==> config.mk <==
export PLATFORM = sky130hd
export DESIGN_NAME = port_clkout_mux
export DESIGN_NICKNAME = d
export VERILOG_FILES = /design/src/rtl/pcm_pkg.sv /design/src/rtl/pcm_regfile.sv /design/src/rtl/pcm_toggle_lane.sv /design/src/rtl/port_clkout_mux.sv
export SDC_FILE = /design/constraint.sdc
export NUM_CORES = 1
export LEC_CHECK = 0
export ABC_AREA = 0
export BUFFER_PORTS_ARGS = -buffer_cell sky130_fd_sc_hd__buf_2
export CORE_MARGIN = 2
export CORE_UTILIZATION = 40
export CTS_CLUSTER_DIAMETER = 150
export DETAILED_ROUTE_END_ITERATION = 16
export HOLD_SLACK_MARGIN = 0.08
export PLACE_DENSITY = 0.76
export SLEW_MARGIN = 25
export SYNTH_ARGS = -nofsm -noshare
export SYNTH_HDL_FRONTEND = slang
export SYNTH_SLANG_ARGS = --single-unit
==> constraint.sdc <==
create_clock -name clk -period 3.06 [get_ports clk]
set_clock_uncertainty 0.15 [all_clocks]
set_input_delay 0 -clock clk [delete_from_list [all_inputs] [get_ports clk]]
set_output_delay 0 -clock clk [all_outputs]
set_load 0.01 [all_outputs]
==> src/rtl/pcm_pkg.sv <==
package pcm_pkg;
  localparam int unsigned PCM_DW      = 8;
  localparam int unsigned PCM_AW      = 8;
  localparam int unsigned PCM_NUM_TOG = 2;
  localparam int unsigned PCM_BAUD_BIT = 2;

  localparam logic [PCM_AW-1:0] PCM_ADDR_LATCH = 8'h04;
  localparam logic [PCM_AW-1:0] PCM_ADDR_DIR   = 8'h0C;
  localparam logic [PCM_AW-1:0] PCM_ADDR_MISC  = 8'h0F;

  localparam logic [PCM_DW-1:0] PCM_RST_LATCH = 8'hFF;
  localparam logic [PCM_DW-1:0] PCM_RST_DIR   = 8'h00;
  localparam logic [PCM_DW-1:0] PCM_RST_MISC  = 8'h80;

  typedef enum logic [1:0] {
    SEL_NONE  = 2'd0,
    SEL_LATCH = 2'd1,
    SEL_DIR   = 2'd2,
    SEL_MISC  = 2'd3
  } reg_sel_e;
endpackage

==> src/rtl/pcm_regfile.sv <==
module pcm_regfile
  import pcm_pkg::*;
#(
  parameter int unsigned DW = PCM_DW,
  parameter int unsigned AW = PCM_AW,
  parameter int unsigned EN_W = PCM_BAUD_BIT + 1,
  parameter logic [AW-1:0] ADDR_LATCH = PCM_ADDR_LATCH,
  parameter logic [AW-1:0] ADDR_DIR   = PCM_ADDR_DIR,
  parameter logic [AW-1:0] ADDR_MISC  = PCM_ADDR_MISC,
  parameter logic [DW-1:0] RST_LATCH  = PCM_RST_LATCH,
  parameter logic [DW-1:0] RST_DIR    = PCM_RST_DIR,
  parameter logic [DW-1:0] RST_MISC   = PCM_RST_MISC
) (
  input  logic          clk,
  input  logic          rst_n,
  input  logic [AW-1:0] bus_addr,
  input  logic          bus_wr,
  input  logic [DW-1:0] bus_wdata,
  output logic [DW-1:0] bus_rdata,
  output logic [DW-1:0] latch_q,
  output logic [DW-1:0] dir_q,
  output logic [EN_W-1:0] clk_en
);
  logic [DW-1:0] misc_q;
  reg_sel_e sel;

  always_comb begin
    if (bus_addr == ADDR_LATCH)      sel = SEL_LATCH;
    else if (bus_addr == ADDR_DIR)   sel = SEL_DIR;
    else if (bus_addr == ADDR_MISC)  sel = SEL_MISC;
    else                             sel = SEL_NONE;
  end

  always_ff @(posedge clk or negedge rst_n) begin
    if (!rst_n) begin
      latch_q <= RST_LATCH;
      dir_q   <= RST_DIR;
      misc_q  <= RST_MISC;
    end else if (bus_wr) begin
      case (sel)
        SEL_LATCH: latch_q <= bus_wdata;
        SEL_DIR:   dir_q   <= bus_wdata;
        SEL_MISC:  misc_q  <= bus_wdata;
        default:   ;
      endcase
    end
  end

  always_comb begin
    case (sel)
      SEL_LATCH: bus_rdata = latch_q;
      SEL_DIR:   bus_rdata = dir_q;
      SEL_MISC:  bus_rdata = misc_q;
      default:   bus_rdata = '0;
    endcase
  end

  assign clk_en = misc_q[EN_W-1:0];


  latch_capture_chk: assert property (@(posedge clk) disable iff (!rst_n)
    (bus_wr && bus_addr == ADDR_LATCH) |=> latch_q == $past(bus_wdata));


  idle_hold_chk: assert property (@(posedge clk) disable iff (!rst_n)
    (!bus_wr) |=> ($stable(latch_q) && $stable(dir_q) && $stable(misc_q)));
endmodule

==> src/rtl/pcm_toggle_lane.sv <==
module pcm_toggle_lane (
  input  logic clk,
  input  logic rst_n,
  input  logic en,
  input  logic ovf,
  input  logic latch_bit,
  output logic pin
);
  logic en_q;
  logic tog_q;

  always_ff @(posedge clk or negedge rst_n) begin
    if (!rst_n) begin
      en_q  <= 1'b0;
      tog_q <= 1'b0;
    end else begin
      en_q <= en;
      if (en && !en_q)
        tog_q <= latch_bit ^ ovf;
      else if (en && ovf)
        tog_q <= ~tog_q;
    end
  end

  assign pin = en_q ? tog_q : latch_bit;


  toggle_on_ovf_chk: assert property (@(posedge clk) disable iff (!rst_n)
    (en && en_q && ovf) |=> (pin != $past(pin)));


  hold_no_ovf_chk: assert property (@(posedge clk) disable iff (!rst_n)
    (en && en_q && !ovf) |=> $stable(pin));
endmodule

==> src/rtl/port_clkout_mux.sv <==
module port_clkout_mux
  import pcm_pkg::*;
#(
  parameter int unsigned DW       = PCM_DW,
  parameter int unsigned AW       = PCM_AW,
  parameter int unsigned NUM_TOG  = PCM_NUM_TOG,
  parameter int unsigned BAUD_BIT = PCM_BAUD_BIT
) (
  input  logic               clk,
  input  logic               rst_n,
  input  logic [AW-1:0]      bus_addr,
  input  logic               bus_wr,
  input  logic [DW-1:0]      bus_wdata,
  output logic [DW-1:0]      bus_rdata,
  input  logic [NUM_TOG-1:0] ovf_pulse,
  input  logic               baud_clk,
  output logic [DW-1:0]      pin_out,
  output logic [DW-1:0]      pin_dir
);
  localparam int unsigned EN_W = BAUD_BIT + 1;

  logic [DW-1:0]   latch_q;
  logic [DW-1:0]   dir_q;
  logic [EN_W-1:0] clk_en;

  pcm_regfile #(
    .DW(DW), .AW(AW), .EN_W(EN_W)
  ) u_regs (
    .clk(clk), .rst_n(rst_n),
    .bus_addr(bus_addr), .bus_wr(bus_wr), .bus_wdata(bus_wdata),
    .bus_rdata(bus_rdata),
    .latch_q(latch_q), .dir_q(dir_q), .clk_en(clk_en)
  );

  assign pin_dir = dir_q;

  for (genvar i = 0; i < NUM_TOG; i++) begin : g_tog
    logic lane_pin;
    pcm_toggle_lane u_lane (
      .clk(clk), .rst_n(rst_n),
      .en(clk_en[i]), .ovf(ovf_pulse[i]),
      .latch_bit(latch_q[i]), .pin(lane_pin)
    );
    assign pin_out[i] = lane_pin;


    release_to_latch_chk: assert property (@(posedge clk) disable iff (!rst_n)
      $fell(clk_en[i]) |=> (pin_out[i] == latch_q[i]));
  end

  for (genvar j = NUM_TOG; j < DW; j++) begin : g_plain
    if (j == BAUD_BIT) begin : g_baud
      assign pin_out[j] = clk_en[BAUD_BIT] ? baud_clk : latch_q[j];
    end else begin : g_latch
      assign pin_out[j] = latch_q[j];
    end
  end


  lane_isolation_chk: assert property (@(posedge clk) disable iff (!rst_n)
    (clk_en[0] && $past(clk_en[0]) && !ovf_pulse[0] && ovf_pulse[1])
      |=> $stable(pin_out[0]));
endmodule

==> metrics.yaml <==
synth:
  ys_async_sr_fraction_pct: 100
  yosys.area.top_type: "dfrtp_1"
  synthMuxAreaShare_pct: 24.8
  synth.most_common_cell: "mux2_2"
  ys_types: 25
  synth_common_cells: "mux2_2 (21), dfrtp_1 (19), nand2_1 (14)"
  synth.top_cell.area_share_pct: 33.1
  ys.warnings.count: 0
  synthCells: 113
  synth_area_leaders: "dfrtp_1 (33%), dfstp_2 (16%), mux2_2 (16%), mux2_4 (8.4%), a22oi_1 (3.7%)"
  syn_avg_cell_area_sq_um: 12.7
  synth_compound_area_share_pct: 4.88
  synth-seq-cells: 28
  synthSimpleGateAreaFrac_pct: 14.2
  syn_nets: 135
  synth_ff_type: "dfrtp_1"
  synth_top_family_by_area: "multiplexers"
  ys_seq_area_share_pct: 49.6
  synth-adder-area-share_pct: 0
  synth-edff-count: 0
  synth_xor_area_share_pct: 1.22
  synth_area_sq_mm: 0.00144
pwr:
  pwr-share-clk_pct: 22.6
  powerDensity_mw_per_mm2: 373
  p_switching_uw: 163
  p_int_uw: 512
  peakVddDrop_mv: 0.130
  power_frac_comb_pct: 15.3
  p_leak_uw: 0.000934
  sw_frac_of_total_pct: 24.2
  seq_power_share_pct: 62.1
worst_setup_path:
  crit_path_cell_trace: "dlygate4sd3_1 -> dlygate4sd3_1 -> buf_2 -> dlygate4sd3_1"
  slowest_delay_ns: 1.10
  cp.required_ns: 3.29
  cpMostUsedCell: "dlygate4sd3_1"
  rrSetupSlack_ns: 1.72
  startpoint: "rst_n"
  ff2ff_path_depth: 3
  r2r-end: "g_tog[1].u_lane.tog_q"
  worstReg2RegStart: "g_tog[1].u_lane.en_q"
  cp_max_fo: 16
  critPathCaptureType: "asynchronous set/reset pin"
  arrival_ns: 2.47
  crit_slowest_cell: "dlygate4sd3_1"
  path_class: "primary input to asynchronous set/reset pin"
  start_kind: "primary input"
worst_hold_path:
  min_path_cells: 3
  hold_start: "baud_clk"
  hold_path.class: "primary input to output pin"
  worstHoldEndpoint: "pin_out[2]"
grt:
  grt_usage_pct: 16.1
  top_usage_layer: "met2"
  grt_use_met1_pct: 20.1
  grt_overflow: 0
  use_met3_pct: 1.76
  grt_pass1_vias: 1095
  grt_pass1_wl_um: 5110
  antenna_found_initial: 0
  gr-usage-met2_pct: 28.5
  grt_start_max_net_pins: 17
timing:
  timing.final.ws_setup_ns: 0.825
  worst_slew_pin_slew_ns: 0.761
  fin_crit_ns: 2.24
  slew_viol_final: 0
  fmaxAchievable_mhz: 447
  setup_viol: 0
  hold_viol: 0
  rsz0062_at_grt: "false"
  fin_setup_tns_ns: 0
  period_share_pct: 73.1
  relSlewSlack_pct: 49.1
run_status:
  status: "complete, no violations"
drt:
  drt_iter0_markers: 25
  wl_per_cell_um: 14.7
  dr_total_vias: 1060
  dr.pass1.iters: 4
  avgViaCountPerCell: 5.02
  ant_nets: 0
  routed_wl_um: 3090
  drc: 0
placement:
  portBuffers: 45
  place_hpwl_um: 2190
  pre_cts_ws_ns: 1.21
  place_congestion: 0.795
clock_tree:
  clockBufferDepth: 2
  hold_buffers: 14
  numCtsBuffers: 3
  cts.htree.levels: 1
  postCtsSetupBuffers: 0
  ctsResizeCount: 0
  cts_tree: "built"
  clk_pin_slew_ns: 0.13
  clk_latency_ns: 0.32
  clock_sinks: 28
  cts_root_buffer: "clkbuf_4"
floorplan:
  coreArea_sq_mm: 0.00339
  start_util_pct: 42.3
  die_height_um: 63.9
  die_w_um: 63.9
  die_area_sq_mm: 0.00408
  rows: 21
  ioPinCount: 46
finish:
  antenna_cells: 0
  layout.nets: 188
  drive_above_1_share_pct: 56.4
  area_growth_pct: 26.1
  utilization_pct: 53.4
  fillerInstances: 292
run:
  max-cap-violations: 0
cell type report:
type	instances	area, sq um	area share [%]
Tap cell	46	57.6	3.18
Timing Repair Buffer	59	365	20.2
Multi-Input combinational cell	74	648	35.8
Sequential cell	28	712	39.3
Clock buffer	4	26.3	1.45
power by group through the flow:
stage	Clock, uW	Combinational (uW)	Sequential, uW
6_report	153	104	419
3_3_place_gp	0	85.5	424
5_1_grt	178	113	424
4_1_cts	158	104	419
3_5_place_dp	0	89.9	426
2_1_floorplan	0	50.7	423
layer usage:
metal  share of wire, %  routed length [um]  vias to the layer above
met3                3.3                 101                        2
li1                   -                   -                      512
met2                 53                1630                       25
met1                 43                1330                      521
met5                  0                   0                        -
met4               0.78                  24                        0
registers in the layout (all words and copies together), names as in the netlist:
signal / flops
u_regs.latch_q: 8
g_tog.u_lane.en_q: 2
u_regs.misc_q: 8
u_regs.dir_q: 8
g_tog.u_lane.tog_q: 2
placed cells by master, fill, tap and decap left out, drive strengths merged:
cell type	Yosys	final
mux2	29	29
nand4b	1	1
and2	1	1
or3	1	1
nand3	5	5
nor2	2	2
a21oi	2	2
xor2	2	2
nand4	2	2
dfrtp	19	19
clkbuf	3	4
nand2	14	14
nor4	1	1
nor4b	1	1
buf	8	45
and3	2	2
a22oi	7	7
dfstp	9	9
dlygate4sd3	0	14
and4b	1	1
and4	2	2
o211ai	1	1
logic make-up after synthesis:
| logic type | after synthesis |
|---|---|
| xor+xnor | 2 |
| simple gates | 33 |
| buf+inv | 11 |
| mux | 29 |
| flops | 28 |
| compound gates | 10 |
through the flow:
stage	area [sq um]	std cells	hold WS, ns	power, uW
after floorplan	1440	113	-0.446	474
after global placement	1640	193	-0.123	509
after detailed placement	1640	193	-0.108	516
after CTS	1810	211	0.161	682
after global routing	1810	211	0.191	715
final	1810	211	0.160	676
how the worst max path moves through the flow:
| stage | slack (ns) | endpoint | cells past startpoint |
|---|---|---|---|
| 2_1_floorplan | 1.60 | u_regs.latch_q[0] | 5 |
| 3_3_place_gp | 1.29 | u_regs.latch_q[4] | 5 |
| 3_5_place_dp | 1.21 | u_regs.latch_q[2] | 5 |
| 4_1_cts | 0.79 | u_regs.misc_q[6] | 4 |
| 5_1_grt | 0.65 | u_regs.misc_q[0] | 4 |
| 6_report | 0.82 | u_regs.dir_q[6] | 4 |
critical path, delay by kind of cell:
kind | cells | cell delay, ns
buf+inv | 4 | 2.45
Note: power is estimated with default switching activity, not from simulation.
